==> config.mk <==
export PLATFORM = sky130hd
export DESIGN_NAME = xfer_count_stat
export DESIGN_NICKNAME = d
export VERILOG_FILES = /design/src/rtl/xcs_pkg.sv /design/src/rtl/xcs_byte_cnt.sv /design/src/rtl/xcs_addr_cnt.sv /design/src/rtl/xcs_irq_stat.sv /design/src/rtl/xfer_count_stat.sv
export SDC_FILE = /design/constraint.sdc
export NUM_CORES = 1
export LEC_CHECK = 0
export BUFFER_PORTS_ARGS = -buffer_cell sky130_fd_sc_hd__buf_2
export CAP_MARGIN = 5
export CORE_ASPECT_RATIO = 0.6
export CORE_UTILIZATION = 50
export DETAILED_ROUTE_END_ITERATION = 10
export PLACE_DENSITY = 0.67
export SYNTH_ARGS = -nofsm -noshare
export SYNTH_HDL_FRONTEND = slang
export SYNTH_SLANG_ARGS = --single-unit
==> constraint.sdc <==
create_clock -name clk_i -period 3.73 [get_ports clk_i]
set_input_delay 0.373 -clock clk_i [delete_from_list [all_inputs] [get_ports clk_i]]
set_output_delay 0.373 -clock clk_i [all_outputs]
set_load 0.1 [all_outputs]
==> src/rtl/xcs_pkg.sv <==
package xcs_pkg;
  localparam int ST_DONE = 0;
  localparam int ST_WRAP = 1;
  localparam int ST_OVR  = 2;
  localparam int NUM_ST  = 3;
endpackage

==> src/rtl/xcs_byte_cnt.sv <==
module xcs_byte_cnt #(
  parameter  int CNT_W = 24,
  parameter  int DW    = 8,
  localparam int NB    = CNT_W / DW
) (
  input  logic             clk_i,
  input  logic             rst_ni,
  input  logic [NB-1:0]    lane_we_i,
  input  logic [DW-1:0]    wdata_i,
  input  logic             clr_i,
  input  logic             step_i,
  output logic [CNT_W-1:0] cnt_o,
  output logic             adv_o,
  output logic             done_o,
  output logic             ovr_o
);
  logic [CNT_W-1:0] cnt_q;
  logic             host_busy, is_zero;

  assign host_busy = clr_i | (|lane_we_i);
  assign is_zero   = (cnt_q == '0);
  assign adv_o     = step_i & ~host_busy & ~is_zero;
  assign done_o    = adv_o & (cnt_q == CNT_W'(1));
  assign ovr_o     = step_i & ~host_busy & is_zero;
  assign cnt_o     = cnt_q;

  always_ff @(posedge clk_i or negedge rst_ni) begin
    if (!rst_ni) begin
      cnt_q <= '0;
    end else if (clr_i) begin
      cnt_q <= '0;
    end else if (|lane_we_i) begin
      for (int i = 0; i < NB; i++)
        if (lane_we_i[i]) cnt_q[i*DW +: DW] <= wdata_i;
    end else if (adv_o) begin
      cnt_q <= cnt_q - CNT_W'(1);
    end
  end


  a_r3_count_down: assert property (@(posedge clk_i) disable iff (!rst_ni)
    adv_o |=> cnt_q == $past(cnt_q) - CNT_W'(1));

  a_r5_hold_at_zero: assert property (@(posedge clk_i) disable iff (!rst_ni)
    (step_i && is_zero && !host_busy) |=> cnt_q == '0);

  a_r6_clear_count: assert property (@(posedge clk_i) disable iff (!rst_ni)
    clr_i |=> cnt_q == '0);

  a_r4_done_means_zero: assert property (@(posedge clk_i) disable iff (!rst_ni)
    done_o |=> cnt_q == '0);
endmodule

==> src/rtl/xcs_addr_cnt.sv <==
module xcs_addr_cnt #(
  parameter  int ADDR_W = 32,
  parameter  int CNT_W  = 24,
  parameter  int DW     = 8,
  localparam int NB     = ADDR_W / DW
) (
  input  logic              clk_i,
  input  logic              rst_ni,
  input  logic [NB-1:0]     lane_we_i,
  input  logic [DW-1:0]     wdata_i,
  input  logic              adv_i,
  output logic [ADDR_W-1:0] addr_o,
  output logic              wrap_o
);
  logic [ADDR_W-1:0] addr_q;

  assign addr_o = addr_q;
  // low segment rolls over on this step
  assign wrap_o = adv_i & (&addr_q[CNT_W-1:0]);

  always_ff @(posedge clk_i or negedge rst_ni) begin
    if (!rst_ni) begin
      addr_q <= '0;
    end else if (|lane_we_i) begin
      for (int i = 0; i < NB; i++)
        if (lane_we_i[i]) addr_q[i*DW +: DW] <= wdata_i;
    end else if (adv_i) begin
      addr_q <= addr_q + ADDR_W'(1);
    end
  end


  a_r3_addr_up: assert property (@(posedge clk_i) disable iff (!rst_ni)
    (adv_i && !(|lane_we_i)) |=> addr_q == $past(addr_q) + ADDR_W'(1));

  a_r9_wrap_low_zero: assert property (@(posedge clk_i) disable iff (!rst_ni)
    (wrap_o && !(|lane_we_i)) |=> addr_q[CNT_W-1:0] == '0);
endmodule

==> src/rtl/xcs_irq_stat.sv <==
module xcs_irq_stat #(
  parameter int NS = 3
) (
  input  logic          clk_i,
  input  logic          rst_ni,
  input  logic [NS-1:0] ev_i,
  input  logic [NS-1:0] clr_i,
  input  logic          en_we_i,
  input  logic [NS-1:0] en_wdata_i,
  output logic [NS-1:0] stat_o,
  output logic [NS-1:0] en_o,
  output logic          irq_o
);
  logic [NS-1:0] stat_q, en_q;

  always_ff @(posedge clk_i or negedge rst_ni) begin
    if (!rst_ni) begin
      stat_q <= '0;
      en_q   <= '0;
    end else begin
      stat_q <= (stat_q & ~clr_i) | ev_i;  // new event beats clear
      if (en_we_i) en_q <= en_wdata_i;
    end
  end

  assign stat_o = stat_q;
  assign en_o   = en_q;
  assign irq_o  = |(stat_q & en_q);


  a_r11_set_wins: assert property (@(posedge clk_i) disable iff (!rst_ni)
    (|ev_i) |=> (stat_q & $past(ev_i)) == $past(ev_i));

  a_r7_w1c_clears: assert property (@(posedge clk_i) disable iff (!rst_ni)
    (|clr_i) |=> (stat_q & $past(clr_i & ~ev_i)) == '0);

  a_r7_zero_keeps: assert property (@(posedge clk_i) disable iff (!rst_ni)
    1'b1 |=> (stat_q & $past(stat_q & ~clr_i)) == $past(stat_q & ~clr_i));

  a_r8_masked_quiet: assert property (@(posedge clk_i) disable iff (!rst_ni)
    (en_q == '0) |-> !irq_o);
endmodule

==> src/rtl/xfer_count_stat.sv <==
module xfer_count_stat
  import xcs_pkg::*;
#(
  parameter int CNT_W  = 24,
  parameter int ADDR_W = 32,
  parameter int DW     = 8,
  parameter int AW     = 4
) (
  input  logic          clk_i,
  input  logic          rst_ni,
  input  logic          wr_en_i,
  input  logic [AW-1:0] addr_i,
  input  logic [DW-1:0] wdata_i,
  output logic [DW-1:0] rdata_o,
  input  logic          byte_done_i,
  output logic          irq_o
);
  localparam int CNT_NB   = CNT_W / DW;
  localparam int ADDR_NB  = ADDR_W / DW;
  localparam int CNT_OFS  = 0;
  localparam int ADDR_OFS = CNT_OFS + CNT_NB;
  localparam int CTRL_OFS = ADDR_OFS + ADDR_NB;
  localparam int STAT_OFS = CTRL_OFS + 1;
  localparam int EN_OFS   = STAT_OFS + 1;

  logic [CNT_NB-1:0]  cnt_we;
  logic [ADDR_NB-1:0] addr_we;
  logic               blk, step, cnt_clr, adv, done_ev, ovr_ev, wrap_ev;
  logic [CNT_W-1:0]   cnt;
  logic [ADDR_W-1:0]  addr;
  logic [NUM_ST-1:0]  ev, stat_clr, stat, en;

  for (genvar g = 0; g < CNT_NB; g++) begin : g_cnt_we
    assign cnt_we[g] = wr_en_i && (addr_i == AW'(CNT_OFS + g));
  end
  for (genvar g = 0; g < ADDR_NB; g++) begin : g_addr_we
    assign addr_we[g] = wr_en_i && (addr_i == AW'(ADDR_OFS + g));
  end

  // host writes to counters or control drop a same-cycle strobe
  assign blk      = wr_en_i && (addr_i < AW'(STAT_OFS));
  assign step     = byte_done_i & ~blk;
  assign cnt_clr  = wr_en_i && (addr_i == AW'(CTRL_OFS)) && wdata_i[0];
  assign stat_clr = (wr_en_i && (addr_i == AW'(STAT_OFS))) ? wdata_i[NUM_ST-1:0] : '0;

  xcs_byte_cnt #(.CNT_W(CNT_W), .DW(DW)) u_cnt (
    .clk_i, .rst_ni,
    .lane_we_i (cnt_we),
    .wdata_i,
    .clr_i     (cnt_clr),
    .step_i    (step),
    .cnt_o     (cnt),
    .adv_o     (adv),
    .done_o    (done_ev),
    .ovr_o     (ovr_ev)
  );

  xcs_addr_cnt #(.ADDR_W(ADDR_W), .CNT_W(CNT_W), .DW(DW)) u_addr (
    .clk_i, .rst_ni,
    .lane_we_i (addr_we),
    .wdata_i,
    .adv_i     (adv),
    .addr_o    (addr),
    .wrap_o    (wrap_ev)
  );

  always_comb begin
    ev          = '0;
    ev[ST_DONE] = done_ev;
    ev[ST_WRAP] = wrap_ev;
    ev[ST_OVR]  = ovr_ev;
  end

  xcs_irq_stat #(.NS(NUM_ST)) u_stat (
    .clk_i, .rst_ni,
    .ev_i       (ev),
    .clr_i      (stat_clr),
    .en_we_i    (wr_en_i && (addr_i == AW'(EN_OFS))),
    .en_wdata_i (wdata_i[NUM_ST-1:0]),
    .stat_o     (stat),
    .en_o       (en),
    .irq_o
  );

  always_comb begin
    rdata_o = '0;
    for (int i = 0; i < CNT_NB; i++)
      if (addr_i == AW'(CNT_OFS + i)) rdata_o = cnt[i*DW +: DW];
    for (int i = 0; i < ADDR_NB; i++)
      if (addr_i == AW'(ADDR_OFS + i)) rdata_o = addr[i*DW +: DW];
    if (addr_i == AW'(STAT_OFS)) rdata_o = DW'(stat);
    if (addr_i == AW'(EN_OFS))   rdata_o = DW'(en);
  end


  a_r10_write_drops_strobe: assert property (@(posedge clk_i) disable iff (!rst_ni)
    (byte_done_i && blk) |=> $stable(stat));

  a_r10_addr_not_stepped: assert property (@(posedge clk_i) disable iff (!rst_ni)
    (byte_done_i && blk && !(|addr_we)) |=> $stable(addr));
endmodule

Word-level counts from Yosys, hierarchy flattened:

Cells that the tools add are included.

* eq/ne operators: 17
* mux-type cells: 22
* magnitude comparators: 1
* bitwise gates (word level): 14
* $add $sub $neg: 2
* reductions and logical operators: 27

Operator list (count)
* $mux 8: 16
* $mux 24: 3
* $mux 32: 2
* $add 32x1->32 const B: 1
* $eq 24x1->1 const B: 1
* $logic_not 24->1: 1
* $reduce_and 24->1: 1
* $sub 24x1->24 const B: 1
* $eq 4x3->1 const B: 4
* $reduce_and 2->1: 7
* $logic_and 1x1->1: 12
* $ne 3x2->1 const B: 3
* $eq 4x2->1 const B: 2
* $eq 4x4->1 const B: 2
* $ne 2x2->1 const B: 4
* $and 1x1->1: 6
* $and 3x3->3: 2
* $reduce_or 3->1: 2
* $eq 4x1->1 const B: 1
* $logic_not 4->1: 1
* $lt 4x4->1 const B: 1
* $reduce_or 4->1: 1
* $mux 3: 1
* $not 1->1: 3
* other kinds (5): 5

* word-level logic and storage cells: 92
* register bits after elaboration: 62
* input port bits: 16

Depth between registers and ports, before layout:

* word-level depth: 10
* depth in mapped cells: 9
* depth with buffers taken out: 7

By module:

Synthesis repeated with hierarchy kept, for this count alone.

* cell total of the unflattened synthesis: 595
* area, all modules: 5002.3 µm²

By module, submodules not included
* xcs_addr_cnt: cells each 240, sequential area each 800.8 µm², instances 1, area each 2094.5 µm²
* xcs_byte_cnt: cells each 226, sequential area each 600.6 µm², instances 1, area each 1908.1 µm²
* xfer_count_stat: cells each 112, sequential area each 0.0 µm², instances 1, area each 768.2 µm²
* xcs_irq_stat: cells each 17, sequential area each 150.1 µm², instances 1, area each 231.5 µm²

Worst setup path before layout:

Ideal clock, no wire load.

* kind: input to output
* from: input port addr_i[1]
* to: output port rdata_o[3]
* required time: 3.357 ns
* data arrival time: 3.666 ns
* setup slack: -0.309 ns
* path buffers: 3
* cell stages on the path: 7
* cells stage by stage: clkbuf_1 > clkbuf_1 > buf_1 > mux2i_1 > nor2_1 > a21oi_1 > o21ai_0

* longest elaborated chain between the ends: 10
* elaborated cells between the ends (all ways): 18

Ends and longest elaborated chain
* start: declaration: line xfer_count_stat.sv:12 `input logic [AW-1:0] addr_i,`
* $logic_not 4->1: line xfer_count_stat.sv:88 `if (addr_i == AW'(CNT_OFS + i)) rdata_o = cnt[i*DW +: DW];`
* $mux 8 (3 in series): line xfer_count_stat.sv:88
* $mux 8 (4 in series): line xfer_count_stat.sv:90 `if (addr_i == AW'(ADDR_OFS + i)) rdata_o = addr[i*DW +: DW];`
* $mux 8: line xfer_count_stat.sv:91 `if (addr_i == AW'(STAT_OFS)) rdata_o = DW'(stat);`
* $mux 8 *: line xfer_count_stat.sv:92 `if (addr_i == AW'(EN_OFS)) rdata_o = DW'(en);`
* end: declaration: line xfer_count_stat.sv:14 `output logic [DW-1:0] rdata_o,`

Mark *: on every way between the ends. The rest lies on a longest branch, timed or not.

Final worst setup path:

* from: register u_cnt.cnt_q[3] (netlist: u_cnt.cnt_o[3])
* to: register u_addr.addr_q[15] (netlist: u_addr.addr_o[15])

* longest elaborated chain between the ends: 5

Ends and longest elaborated chain
* start: declaration: line xcs_byte_cnt.sv:17 `logic [CNT_W-1:0] cnt_q;`
* start signal: indexed assignment: line xcs_byte_cnt.sv:34 `if (lane_we_i[i]) cnt_q[i*DW +: DW] <= wdata_i;`
* start signal: assignment: line xcs_byte_cnt.sv:36 `cnt_q <= cnt_q - CNT_W'(1);`
* $logic_not 24->1: line xcs_byte_cnt.sv:21 `assign is_zero = (cnt_q == '0);`
* $not 1->1: line xcs_byte_cnt.sv:22 `assign adv_o = step_i & ~host_busy & ~is_zero;`
* $and 1x1->1: line xcs_byte_cnt.sv:22
* $reduce_bool 2->1 (no source line)
* $reduce_and 2->1 (no source line)
* end signal: indexed assignment: line xcs_addr_cnt.sv:26 `if (lane_we_i[i]) addr_q[i*DW +: DW] <= wdata_i;`
* end signal: assignment: line xcs_addr_cnt.sv:28 `addr_q <= addr_q + ADDR_W'(1);`
* end: declaration: line xcs_addr_cnt.sv:15 `logic [ADDR_W-1:0] addr_q;`

Every way passes these cells.
A chain may end at the register's enable or synchronous reset.

==> results by group <==
Placement
  – Place WS: just over 0.9 ns
  – DP HPWL: 12.5 mm
  – Port bufs: 24
  – DP Area: 4890 sq um
  – GPL Wtd Cong: 1.02

Timing
  – Final hold vios: 0
  – Final setup viols: 0
  – Final worst setup slack: approximately 0.84 ns
  – Clock skew: 0.00706 ns
  – RSZ-0062 raised after global routing: no
  – Slew @ Worst Pin: 1.05 ns
  – Final period util: about 78%
  – Setup TNS: 0 ns
  – Rel. slew slack: 29.3%
  – Slew Limit Fails: 0
  – Crit path time final: a little under 3 ns
  – Peak Freq: 0.346 GHz

Global routing
  – Pin count of the biggest net entering global routing: 55
  – First-pass GRT wire length: 26.7 mm
  – Vias in the first global route: 4593
  – Initial antenna violation count: 0
  – GRT Total Usage: a little over a third
  – Overflow after GRT: 0

Cells and area
  – ANT cells: 0
  – Commonest non-fill, non-tap cell in the layout: a21oi_1
  – # fillers: 770
  – Layout net count: 583
  – P&R area growth vs syn: 10.2%
  – Post-route cell area: 5160 sq um
  – Layout cells sized above 1: roughly 15%
  – Most frequent cells in the layout: 68 x a21oi_1, 62 x dfrtp_1, 41 x nor2_1, 38 x nand2_1, 30 x a31oi_1

Detailed routing
  – Routed wire length per instance: 25.1 um
  – TritonRoute pass-1 iters: 6
  – Vias: 5079
  – DRT antenna net count: 0
  – DRT Wirelength: 17.1 mm
  – Via/cell ratio: about 7.5
  – DRC: 0
  – Number of DRC markers in iteration 0: about 920

Yosys
  – Post-synth EDFFs: 0
  – Syn Nets: 572
  – Sequential element share of the synthesized area: ~33%
  – Synth unique cells: between 70 and 80
  – Synth Cell Area: approximately 4700 sq um
  – Mapped Cells: approximately 550
  – Synthesized area per cell: 8.47 sq um
  – Warnings from Yosys: 0
  – Ys flop type: dfrtp_1
  – Post-synthesis register bit count: 62
  – Ys async rst share: 100%

Die
  – Die Wd: about 130 um
  – Row cnt: 26
  – Starting Density: 53.3%
  – Die area: 9770 sq um
  – Core footprint: about 8800 sq um
  – Die H: 77.0 um
  – I/O pins: 25

Pwr
  – Pwr dens: 563 nW/um^2
  – Maximum vdd drop: 0.323 mV
  – Total power: ~2.9 mW
  – Static leakage: 1.97 nW

Critical path
  – Crit path max fanout: 8
  – Worst R2R Start: u_cnt.cnt_o[3]
  – Critical Path AT: 3.17 ns
  – Startpoint types: flip-flop
  – Reg2reg end: u_addr.addr_o[15]
  – Req. time, crit path: 4.01 ns
  – Crit. End Element: flip-flop
  – R2R Setup Slk: 0.84 ns
  – Critical setup path kind: reg -> reg
  – Reg2reg path depth: 5

Clocking
  – CTS tree: done
  – CTS Buf Count: 9
  – Later-pin clock latency in the skew report: about 0.34 ns
  – CTS sink cnt: a little over 60
  – Post-CTS sizing: 0
  – Postcts setup bufs: 0
  – Clock buffer depth: 2
  – H-tree level count: 3
  – Post-CTS Hold Fix Bufs: 0
  – Reg clk slew, reported paths: 0.06 ns
  – Root Driver: clkbuf_16

Job
  – Max-Cap Viols: 0

Run status
  – Status: finished, final reports clean

Worst hold path
  – Min-Delay Path Class: in -> async
## flip-flops by register name (all words and copies together) (netlist names)
| register | cells |
|---|---|
| u_addr.addr_o | 32 |
| u_cnt.cnt_o | 24 |
| u_stat.en_o | 3 |
| u_stat.stat_o | 3 |
## power by group
part | switching (mW) | internal (mW) | leakage [nW]
sequential | 0.363 | 0.867 | 0.717
combinational | 0.548 | 0.357 | 1.13
clock | 0.322 | 0.447 | 0.128
total | 1.23 | 1.67 | 1.97
## critical path: stages (launching register included)
cell     delay (ns)
dfrtp_1        0.46
or4_4          0.61
nor4_4         0.53
a21oi_1        0.45
a21oi_2        0.55
o22a_1         0.23
## metrics by stage
step,utilization [%],instances,hold WS [ns]
2_1_floorplan,-,553,0.0774
3_3_place_gp,55.7,665,0.514
3_5_place_dp,55.7,665,0.510
4_1_cts,58.7,681,0.249
5_1_grt,58.7,681,0.285
6_report,58.7,681,0.192
## kinds of logic after synthesis
kind of cell	share of synthesized area (%)
adders and majority gates	0.802
buffers and inverters	5.13
AOI/OAI and AO/OA	37.8
DFF	33.1
muxes	4.17
and+or+nand+nor	19.0
## synthesized netlist by cell type, drive strengths merged (4+ instances only)
library cell | number | area, sq um
a21boi | 5 | 37.5
a21oi | 72 | 372
a22o | 12 | 105
a22oi | 8 | 60.1
a2bb2oi | 6 | 52.6
a31oi | 30 | 188
a41oi | 10 | 87.6
and2 | 7 | 43.8
and3 | 6 | 37.5
buf | 14 | 90.1
clkbuf | 24 | 90.1
dfrtp | 62 | 1550
inv | 16 | 60.1
mux2 | 6 | 67.6
mux2i | 6 | 60.1
nand2 | 39 | 154
nand3 | 12 | 60.1
nand4 | 7 | 43.8
nor2 | 41 | 154
nor2b | 7 | 43.8
nor3 | 12 | 65.1
nor4 | 9 | 77.6
o21ai | 23 | 115
o221ai | 6 | 52.6
o22a | 28 | 245
o22ai | 11 | 68.8
o2bb2a | 4 | 60.1
o31a | 5 | 43.8
or2 | 5 | 31.3
## cell type report
class	count	area (sq um)	area share [%]
clock buffers	10	229	4.44
clock inverters	6	38.8	0.752
inverters	16	60.1	1.16
multi-input cells	437	2900	56.2
flip-flops and latches	62	1550	30.1
well taps	112	140	2.72
repair buffers	38	238	4.61
## metal layers
layer,track usage (%),wire (um),vias to the layer above
met5,0,0,-
met4,8.93,295,0
met3,19.3,3040,29
met2,43.2,6130,414
li1,-,-,2206
met1,54.9,7660,2430
## worst max path at each step
stage,startpoint,to,depth (start not counted)
final,u_cnt.cnt_o[3],u_addr.addr_o[15],5
after detailed placement,addr_i[0],rdata_o[0],7
after global routing,addr_i[0],rdata_o[0],7
after CTS,u_cnt.cnt_o[3],u_addr.addr_o[1],6
after floorplan,addr_i[1],rdata_o[0],8
after global placement,addr_i[0],rdata_o[7],6
(Power assumes the default switching activity.)
